File: config.mk
export PLATFORM = sky130hd
export DESIGN_NAME = bcd_decade_counter
export DESIGN_NICKNAME = d
export VERILOG_FILES = /design/src/rtl/bcd_ctr_pkg.sv /design/src/rtl/bcd_rst_sync.sv /design/src/rtl/bcd_mode_dec.sv /design/src/rtl/bcd_step.sv /design/src/rtl/bcd_decade_counter.sv
export SDC_FILE = /design/constraint.sdc
export NUM_CORES = 1
export LEC_CHECK = 0
export BUFFER_PORTS_ARGS = -buffer_cell sky130_fd_sc_hd__buf_2
export CORE_AREA = 2 2 39 41
export DETAILED_ROUTE_END_ITERATION = 10
export DIE_AREA = 0 0 41 43
export PLACE_DENSITY = 0.51
export SLEW_MARGIN = 0
export SYNTH_ARGS = -nofsm -noshare
export SYNTH_HDL_FRONTEND = slang
export SYNTH_SLANG_ARGS = --single-unit
File: constraint.sdc
create_clock -name clk -period 0.8 [get_ports clk]
set_input_delay 0.08 -clock clk [delete_from_list [all_inputs] [get_ports clk]]
set_output_delay 0.08 -clock clk [all_outputs]
set_load 0.02 [all_outputs]
File: src/rtl/bcd_ctr_pkg.sv
package bcd_ctr_pkg;
  localparam int unsigned DIGIT_W = 4;

  typedef enum logic [1:0] {
    MODE_HOLD  = 2'd0,
    MODE_COUNT = 2'd1,
    MODE_LOAD  = 2'd2,
    MODE_CLEAR = 2'd3
  } ctr_mode_e;
endpackage

File: src/rtl/bcd_rst_sync.sv
module bcd_rst_sync #(
  parameter int unsigned STAGES = 2
) (
  input  logic clk,
  input  logic arst_n,
  output logic rst_n_sync
);
  logic [STAGES-1:0] sync_q;
  logic [STAGES-1:0] sync_d;

  generate
    if (STAGES == 1) begin : g_single
      always_comb sync_d = 1'b1;
    end else begin : g_chain
      always_comb sync_d = {sync_q[STAGES-2:0], 1'b1};
    end
  endgenerate

  always_ff @(posedge clk or negedge arst_n) begin
    if (!arst_n) sync_q <= '0;
    else         sync_q <= sync_d;
  end

  assign rst_n_sync = sync_q[STAGES-1];
endmodule

File: src/rtl/bcd_mode_dec.sv
module bcd_mode_dec
  import bcd_ctr_pkg::*;
(
  input  logic      clr_n,
  input  logic      ld_n,
  input  logic      en_p,
  input  logic      en_t,
  output ctr_mode_e mode
);
  always_comb begin
    if (!clr_n)            mode = MODE_CLEAR;
    else if (!ld_n)        mode = MODE_LOAD;
    else if (en_p && en_t) mode = MODE_COUNT;
    else                   mode = MODE_HOLD;
  end
endmodule

File: src/rtl/bcd_step.sv
module bcd_step #(
  parameter int unsigned W       = 4,
  parameter int unsigned LAST    = 9,
  parameter int unsigned RECOVER = 4
) (
  input  logic [W-1:0] cur,
  output logic [W-1:0] nxt
);
  localparam logic [W-1:0] LAST_C    = W'(LAST);
  localparam logic [W-1:0] RECOVER_C = W'(RECOVER);

  always_comb begin
    if (cur == LAST_C)      nxt = '0;
    else if (cur < LAST_C)  nxt = cur + 1'b1;
    else if (!cur[0])       nxt = cur + 1'b1;
    else                    nxt = RECOVER_C;
  end
endmodule

File: src/rtl/bcd_decade_counter.sv
module bcd_decade_counter
  import bcd_ctr_pkg::*;
#(
  parameter int unsigned SYNC_STAGES = 2,
  parameter int unsigned LAST_DIGIT  = 9,
  parameter int unsigned RECOVER_VAL = 4
) (
  input  logic               clk,
  input  logic               arst_n,
  input  logic               clr_n,
  input  logic               ld_n,
  input  logic [DIGIT_W-1:0] din,
  input  logic               en_p,
  input  logic               en_t,
  output logic [DIGIT_W-1:0] q,
  output logic               tc
);
  localparam logic [DIGIT_W-1:0] LAST_C = DIGIT_W'(LAST_DIGIT);

  logic               rst_n;
  ctr_mode_e          mode;
  logic [DIGIT_W-1:0] step_val;
  logic [DIGIT_W-1:0] q_nxt;
  logic               q_en;
  logic [DIGIT_W-1:0] q_r;

  bcd_rst_sync #(.STAGES(SYNC_STAGES)) u_rst (
    .clk        (clk),
    .arst_n     (arst_n),
    .rst_n_sync (rst_n)
  );

  bcd_mode_dec u_dec (
    .clr_n (clr_n),
    .ld_n  (ld_n),
    .en_p  (en_p),
    .en_t  (en_t),
    .mode  (mode)
  );

  bcd_step #(.W(DIGIT_W), .LAST(LAST_DIGIT), .RECOVER(RECOVER_VAL)) u_step (
    .cur (q_r),
    .nxt (step_val)
  );

  // next-state selection
  always_comb begin
    q_en = (mode != MODE_HOLD);
    case (mode)
      MODE_CLEAR: q_nxt = '0;
      MODE_LOAD:  q_nxt = din;
      MODE_COUNT: q_nxt = step_val;
      default:    q_nxt = q_r;
    endcase
  end

  // state register
  always_ff @(posedge clk or negedge rst_n) begin
    if (!rst_n)    q_r <= '0;
    else if (q_en) q_r <= q_nxt;
  end

  assign q  = q_r;
  assign tc = en_t && (q_r == LAST_C);


  clear_wins_chk: assert property (@(posedge clk) disable iff (!rst_n)
    !clr_n |=> (q == '0));

  load_takes_din_chk: assert property (@(posedge clk) disable iff (!rst_n)
    (clr_n && !ld_n) |=> (q == $past(din)));

  wrap_to_zero_chk: assert property (@(posedge clk) disable iff (!rst_n)
    (clr_n && ld_n && en_p && en_t && q == LAST_C) |=> (q == '0));

  step_up_chk: assert property (@(posedge clk) disable iff (!rst_n)
    (clr_n && ld_n && en_p && en_t && q < LAST_C) |=> (q == $past(q) + 1'b1));

  hold_chk: assert property (@(posedge clk) disable iff (!rst_n)
    (clr_n && ld_n && !(en_p && en_t)) |=> $stable(q));

  recover_chk: assert property (@(posedge clk) disable iff (!rst_n)
    (clr_n && ld_n && en_p && en_t && q > LAST_C) |=> (q <= LAST_C || q == $past(q) + 1'b1));

  tc_cascade_chk: assert property (@(posedge clk) disable iff (!rst_n)
    (tc && en_p && clr_n && ld_n) |=> (q == '0));
endmodule

==> impl_results.md, run 1 <==
* Number of global-route vias before repair at roughly 470
* Register area share after synthesis at 38.5%
* Post-synth ARST share at 100%
* WP data required at around 0.7 ns
* Max Clk Rate at between 0.7 and 0.8 GHz
* Overflow after GRT at 0
* Status: finished with violations
* Failing checks: negative setup slack
* Via count at around 450
* Worst setup margin at -0.597 ns
* Die height at between 40 and 50 microns
* Synth Area in XOR/XNOR at 2.24%
* Placed inst area at between 500 and 600 sq um
* Worst clock skew at approximately 0.0025 ns
* Ant. Diodes at 0
* Post-synthesis simple-gate area fraction at roughly a fifth
* Fin. Hold Viols at 0
* Synthesis-to-finish area growth at 105%
* YS warnings at 0
* Arrival @ worst endpoint at roughly 1.3 ns
* Clock Latency Late Sink at around 0.24 ns
* DRT Pass-1 Iters at 3
* CTS tree: yes
* Synth top area share at 38.5%
* Setup TNS at -3.81 ns
* Synth Instances at 42
* Clock Sinks at 6
* Port Buffer Count at 14
* Post-synth top area cell: dfrtp_1
* Mean area per synthesized cell at between 9 and 10 sq um
* Hold Slack at between 0.06 and 0.07 ns
* Gr usage total at ~17%
* Clock buffer depth at 2
* Full die area at 0.00176 sq mm
* Finished Cell Area at 801 sq um
* Core ar. at 0.00138 sq mm
* DP HPWL at slightly above 800 microns
* Nets@finish at 95
* Cell row count at 14
* Setup-failing EPs final at 9
* I/O Pins at 15
* DIE WIDTH at between 40 and 50 microns
* DR iter-0 viols at 5
* Post-Syn Nets at 56
* First-pass GRT wire length at ~2 mm
* Leakage at 0.378 nW
* RSZ-0062 raised after global routing: yes
* Compound-Gate Fraction of Synth Area at between 15 and 20%
* Max-cap violations at 0
* Syn Std Cell Area at 390 sq um
* Total number of H-tree levels at 1
* Crit path max fanout at 2
* Clk root buf: clkbuf_4
* Largest net degree at the start of global routing at 6
* Post-DRT Antenna Nets at 0
* Initial Util at between 20% and 30%
* Period utilization at 175%
* Flops & latches, synth at 6
* Synth cell types at 19
* Final WL at 1.35 mm
* Wire per inst at roughly 14 microns
* Worst Setup Path Type: reg -> out
* Vias per cell at around 4.7
* DRC viols at 0
* Inserted Clock Buffers at 3
* Filler Cell Count at between 100 and 150
* Fin crit period at roughly 1.4 ns
* Startpoint Class: flop
* Initial antenna violation count at 0
* Share of layout cells above drive strength 1 at 65.8%
* Adder-Cell Fraction of Synth Area at ~13%
* Critical path endpoint category: primary output
* Top_reg_cell synth: dfrtp_1
* PwrDens at roughly 1200 mW/mm^2
* Clock Pin Slew Worst Setup and Hold Paths at 0.04 ns
* VDD IR max at 1.04 mV
* Number of synthesized flops with an enable pin at 0
* Top post-synthesis cells by area: dfrtp_1 (38%), ha_1 (13%), a31oi_1 (9.6%)
* Multiplexer share of the synthesized area at around 2.6%
* Pins Over Slew Limit at 0
* Worst hold-check path type: reg -> async
* GP Congestion at about 0.74
* Most frequent cells after synthesis: a31oi_1 (6), dfrtp_1 (6), nand2_1 (5)
* Largest family of logic cells by synthesized area: simple AND/OR/NAND/NOR gates
[final timing paths]
path,start,end,slack (ns),cells after the start
min in group clk,clr_n,q[0],0.11,3
max in group asynchronous,arst_n,u_rst.sync_q[0],0.55,2
worst min-delay path,u_rst.sync_q[1],q[3],0.06,0
worst max register to register,q[0],q[2],-0.53,5
worst min register to register,u_rst.sync_q[1],q[3],0.06,0
worst max-delay path,q[1],tc,-0.60,6
[final cells by class]
| cell class | count | area, sq um | share of cell area (%) |
|---|---|---|---|
| Clock buffer | 3 | 22.5 | 2.81 |
| Timing Repair Buffer | 34 | 277 | 34.5 |
| Sequential cell | 6 | 153 | 19.1 |
| Multi-Input combinational cell | 32 | 312 | 38.9 |
| Inverter | 4 | 17.5 | 2.19 |
| Tap cell | 16 | 20.0 | 2.50 |
[cell families (layout without fill, tap and decap cells)]
kind of cell,after synthesis,after routing
AND/OR/NAND/NOR,14,14
AO/OA/AOI/OAI,11,11
flip-flops,6,6
adder cells (fa/ha/maj),4,4
buffers and inverters,4,41
other,1,1
XOR/XNOR,1,1
multiplexers,1,1
[where the power goes]
part	leakage (nW)	switching, mW	internal (mW)
sequential	0.0733	0.0167	0.324
clock	0.0138	0.100	0.169
combinational	0.291	0.170	0.198
total	0.378	0.287	0.691
[cells in the final DEF (no fill, tap or decap), types with 2 or more instances in the layout]
cell type   n
buf_2       9
clkbuf_4    3
a21oi_1     2
ha_4        3
nor2b_1     2
buf_4      13
buf_6      11
nand2_1     3
dfrtp_2     2
dfrtp_1     4
nor2_4      2
a31oi_1     4
inv_1       2
nand2_2     2
[per-stage QoR]
step                      setup WS, ns  util [%]  std cells  total power [mW]
after floorplan                 -0.495         -         42             0.450
after global placement          -0.522      41.0         83             0.572
after detailed placement        -0.535      41.0         83             0.570
after CTS                       -0.593      51.2         93             0.920
after global routing            -0.685      57.9         95              1.04
final                           -0.597      57.9         95             0.978
[registers in the layout, indices dropped and copies added, names as in the netlist]
signal        count
q                 4
u_rst.sync_q      2
[per-layer routing]
metal	global-route usage [%]	vias to the layer above	routed length, microns
met4	6.00	0	0
met3	6.28	0	35
met5	0	-	0
met2	26.6	8	787
li1	-	226	-
met1	21.3	213	531
[critical path: stages, from the launching register on]
cell and delay, ns:
dfrtp_2 0.41, inv_2 0.08, ha_4 0.12, nand3b_1 0.12, buf_6 0.16, nor2_4 0.07, buf_6 0.12
[timing repair]
action,4_1_cts,5_1_grt
buffers inserted,6,2
pin swaps,8,6
endpoints found under the setup margin,9,9
gates resized for setup,17,16
hold buffers,1,0
hold endpoints to repair,2,0
Power figures use the tool's default switching activity.
==> run 2, diff against run 1 <==
--- a/config.mk
+++ b/config.mk
@@ -6,10 +6,11 @@
 export NUM_CORES = 1
 export LEC_CHECK = 0
 export BUFFER_PORTS_ARGS = -buffer_cell sky130_fd_sc_hd__buf_2
-export CORE_AREA = 2 2 39 41
+export CELL_PAD_IN_SITES_DETAIL_PLACEMENT = 1
+export CELL_PAD_IN_SITES_GLOBAL_PLACEMENT = 1
+export CORE_UTILIZATION = 29
 export DETAILED_ROUTE_END_ITERATION = 10
-export DIE_AREA = 0 0 41 43
-export PLACE_DENSITY = 0.51
+export PLACE_DENSITY = 0.66
 export SLEW_MARGIN = 0
 export SYNTH_ARGS = -nofsm -noshare
 export SYNTH_HDL_FRONTEND = slang
==> run 2 against run 1 <==
  * Largest cell class unchanged
  * Critical endpoint is now q[2]
  * Cell count unchanged
  * Clock power up 15%
  * The flow still finishes with violations (negative setup slack)
  * Sequential share of layout area up 0.060 points
  * Die area down 15%
==> impl_results.md, run 2 (synthesis results as in run 1) <==
* GP Congestion at 0.742 (about the same)
* Leading cell type in the layout, fill and taps excluded: buf_4
* Startpoint Class: flop
* Largest net degree at the start of global routing at 6 (unchanged)
* Worst Setup Path Type: reg -> reg
* Share of layout cells above drive strength 1 at 64.2% (-1.6 points)
* Fin crit period at 1.40 ns (+0.00697 ns)
* Initial Util at 33.3% (+5.1 points)
* Gr usage total at 23.3% (+6.0 points)
* Period utilization at 176% (+0.87 points)
* Die height at 38.7 microns (-10%)
* Core ar. at 0.00117 sq mm (-15%)
* Fin. Hold Viols at 0 (unchanged)
* Setup TNS at -4.05 ns (-0.240 ns)
* Port Buffer Count at 14 (unchanged)
* DIE WIDTH at 38.7 microns (-5.6%)
* Full die area at 0.00150 sq mm (-15%)
* Final WL at 1.58 mm (+17%)
* Status: finished with violations
* RSZ-0062 raised after global routing: yes
* Clock Sinks at 6 (unchanged)
* Wire per inst at 16.7 microns (+17%)
* Largest register FFs at 4 (unchanged)
* Crit path max fanout at 4 (+2)
* Clock buffer depth at 2 (unchanged)
* PwrDens at 1280 mW/mm^2 (+4.7%)
* Setup-failing EPs final at 9 (unchanged)
* Via count at 470 (+5.1%)
* Overflow after GRT at 0 (unchanged)
* Clock Latency Late Sink at 0.24 ns (about the same)
* Most frequent cells in the layout: buf_4 (15), buf_6 (10), buf_2 (9)
* CTS tree: yes
* Clk root buf: clkbuf_4
* Worst clock skew at 0.00457 ns (+0.00206 ns)
* Arrival @ worst endpoint at 1.55 ns (+0.23 ns)
* WP data required at 0.95 ns (+0.23 ns)
* Clock Pin Slew Worst Setup and Hold Paths at 0.05 ns (about the same)
* VDD IR max at 1.00 mV (-4.0%)
* Post-DRT Antenna Nets at 0 (unchanged)
* Number of global-route vias before repair at 479 (+1.3%)
* Inserted Clock Buffers at 3 (unchanged)
* Synthesis-to-finish area growth at 104%
* Max-cap violations at 0 (unchanged)
* DP HPWL at 924 microns (+13%)
* DR iter-0 viols at 1 (-4)
* Nets@finish at 96 (+1.1%)
* Largest Register: q
* Leakage at 0.381 nW (+0.75%)
* DRT Pass-1 Iters at 4 (+1)
* Final total power at 1.02 mW (+4.4%)
* Hold Slack at 0.0573 ns (-0.00296 ns)
* DRC viols at 0 (unchanged)
* Worst setup margin at -0.604 ns (-0.00697 ns)
* Critical path endpoint category: flop
* Total number of H-tree levels at 1 (unchanged)
* Ant. Diodes at 0 (unchanged)
* First-pass GRT wire length at 2.27 mm (+14%)
* Pins Over Slew Limit at 0 (unchanged)
* Initial antenna violation count at 0 (unchanged)
* Max Clk Rate at 0.712 GHz (-0.50%)
* Finished Cell Area at 798 sq um (-0.31%)
* I/O Pins at 15 (unchanged)
* Cell row count at 12 (-2)
* Worst hold-check path type: reg -> async
* Failing checks: negative setup slack
* Worst slack at placement at -0.491 ns (+0.0442 ns)
* Placed inst area at 558 sq um (-1.8%)
* Largest regs: q x4, u_rst.sync_q x2
* Vias per cell at 4.95 (+5.1%)
==> run 2: report_power, final <==
| group | internal (mW) | leakage, nW | total (mW) | switching [mW] |
|---|---|---|---|---|
| Combinational | 0.194 | 0.292 | 0.369 | 0.175 |
| Clock | 0.190 | 0.0150 | 0.310 | 0.120 |
| Sequential | 0.323 | 0.0733 | 0.343 | 0.0194 |
| Total | 0.707 | 0.381 | 1.02 | 0.314 |
==> run 2: routing by layer <==
metal / wire, microns / global-route usage (%) / part of all wire [%]
met1: 673 / 26.4 / 42
met3: 37 / 2.89 / 2.3
met4: 14 / 8.62 / 0.88
met5: 0 / 0 / 0
met2: 859 / 43.3 / 54
==> run 2: path summary, 6_finish.rpt <==
| kind | from | end | slack [ns] | cells after the start |
|---|---|---|---|---|
| worst max-delay path | q[0] | q[2] | -0.60 | 5 |
| max in group asynchronous | arst_n | u_rst.sync_q[0] | 0.54 | 2 |
| worst min-delay path | u_rst.sync_q[1] | q[3] | 0.06 | 0 |
| worst min register to register | u_rst.sync_q[1] | q[3] | 0.06 | 0 |
| min in group clk | clr_n | q[0] | 0.10 | 3 |
| worst max register to register | q[0] | q[2] | -0.60 | 5 |
==> run 2: cell type report <==
cell class / count / area [sq um]
timing repair buffer: 35 / 280
multi-input combinational: 32 / 304
sequential: 6 / 153
clock buffer: 4 / 26.3
inverter: 4 / 17.5
fill: 137 / 373
tap: 14 / 17.5
==> run 2: what timing repair did <==
item | in CTS | in global routing
setup buffers | 9 | 2
hold buffers | 1 | 0
gates cloned | 0 | 0
pin swaps | 7 | 0
gates resized for setup | 22 | 7
endpoints found under the setup margin | 9 | 9
hold endpoints to repair | 2 | 0
==> run 2: critical path: stages (launching register included) <==
cell and delay, ns:
dfrtp_2 0.44, ha_4 0.16, nand3b_1 0.11, and4_1 0.26, nand2_2 0.09, o32ai_2 0.24
==> run 2: metrics by stage <==
stage / utilization, % / std cells
2_1_floorplan: - / 42
3_3_place_gp: 47.6 / 80
4_1_cts: 64.3 / 93
6_report: 68.2 / 95
3_5_place_dp: 47.6 / 80
5_1_grt: 68.2 / 95
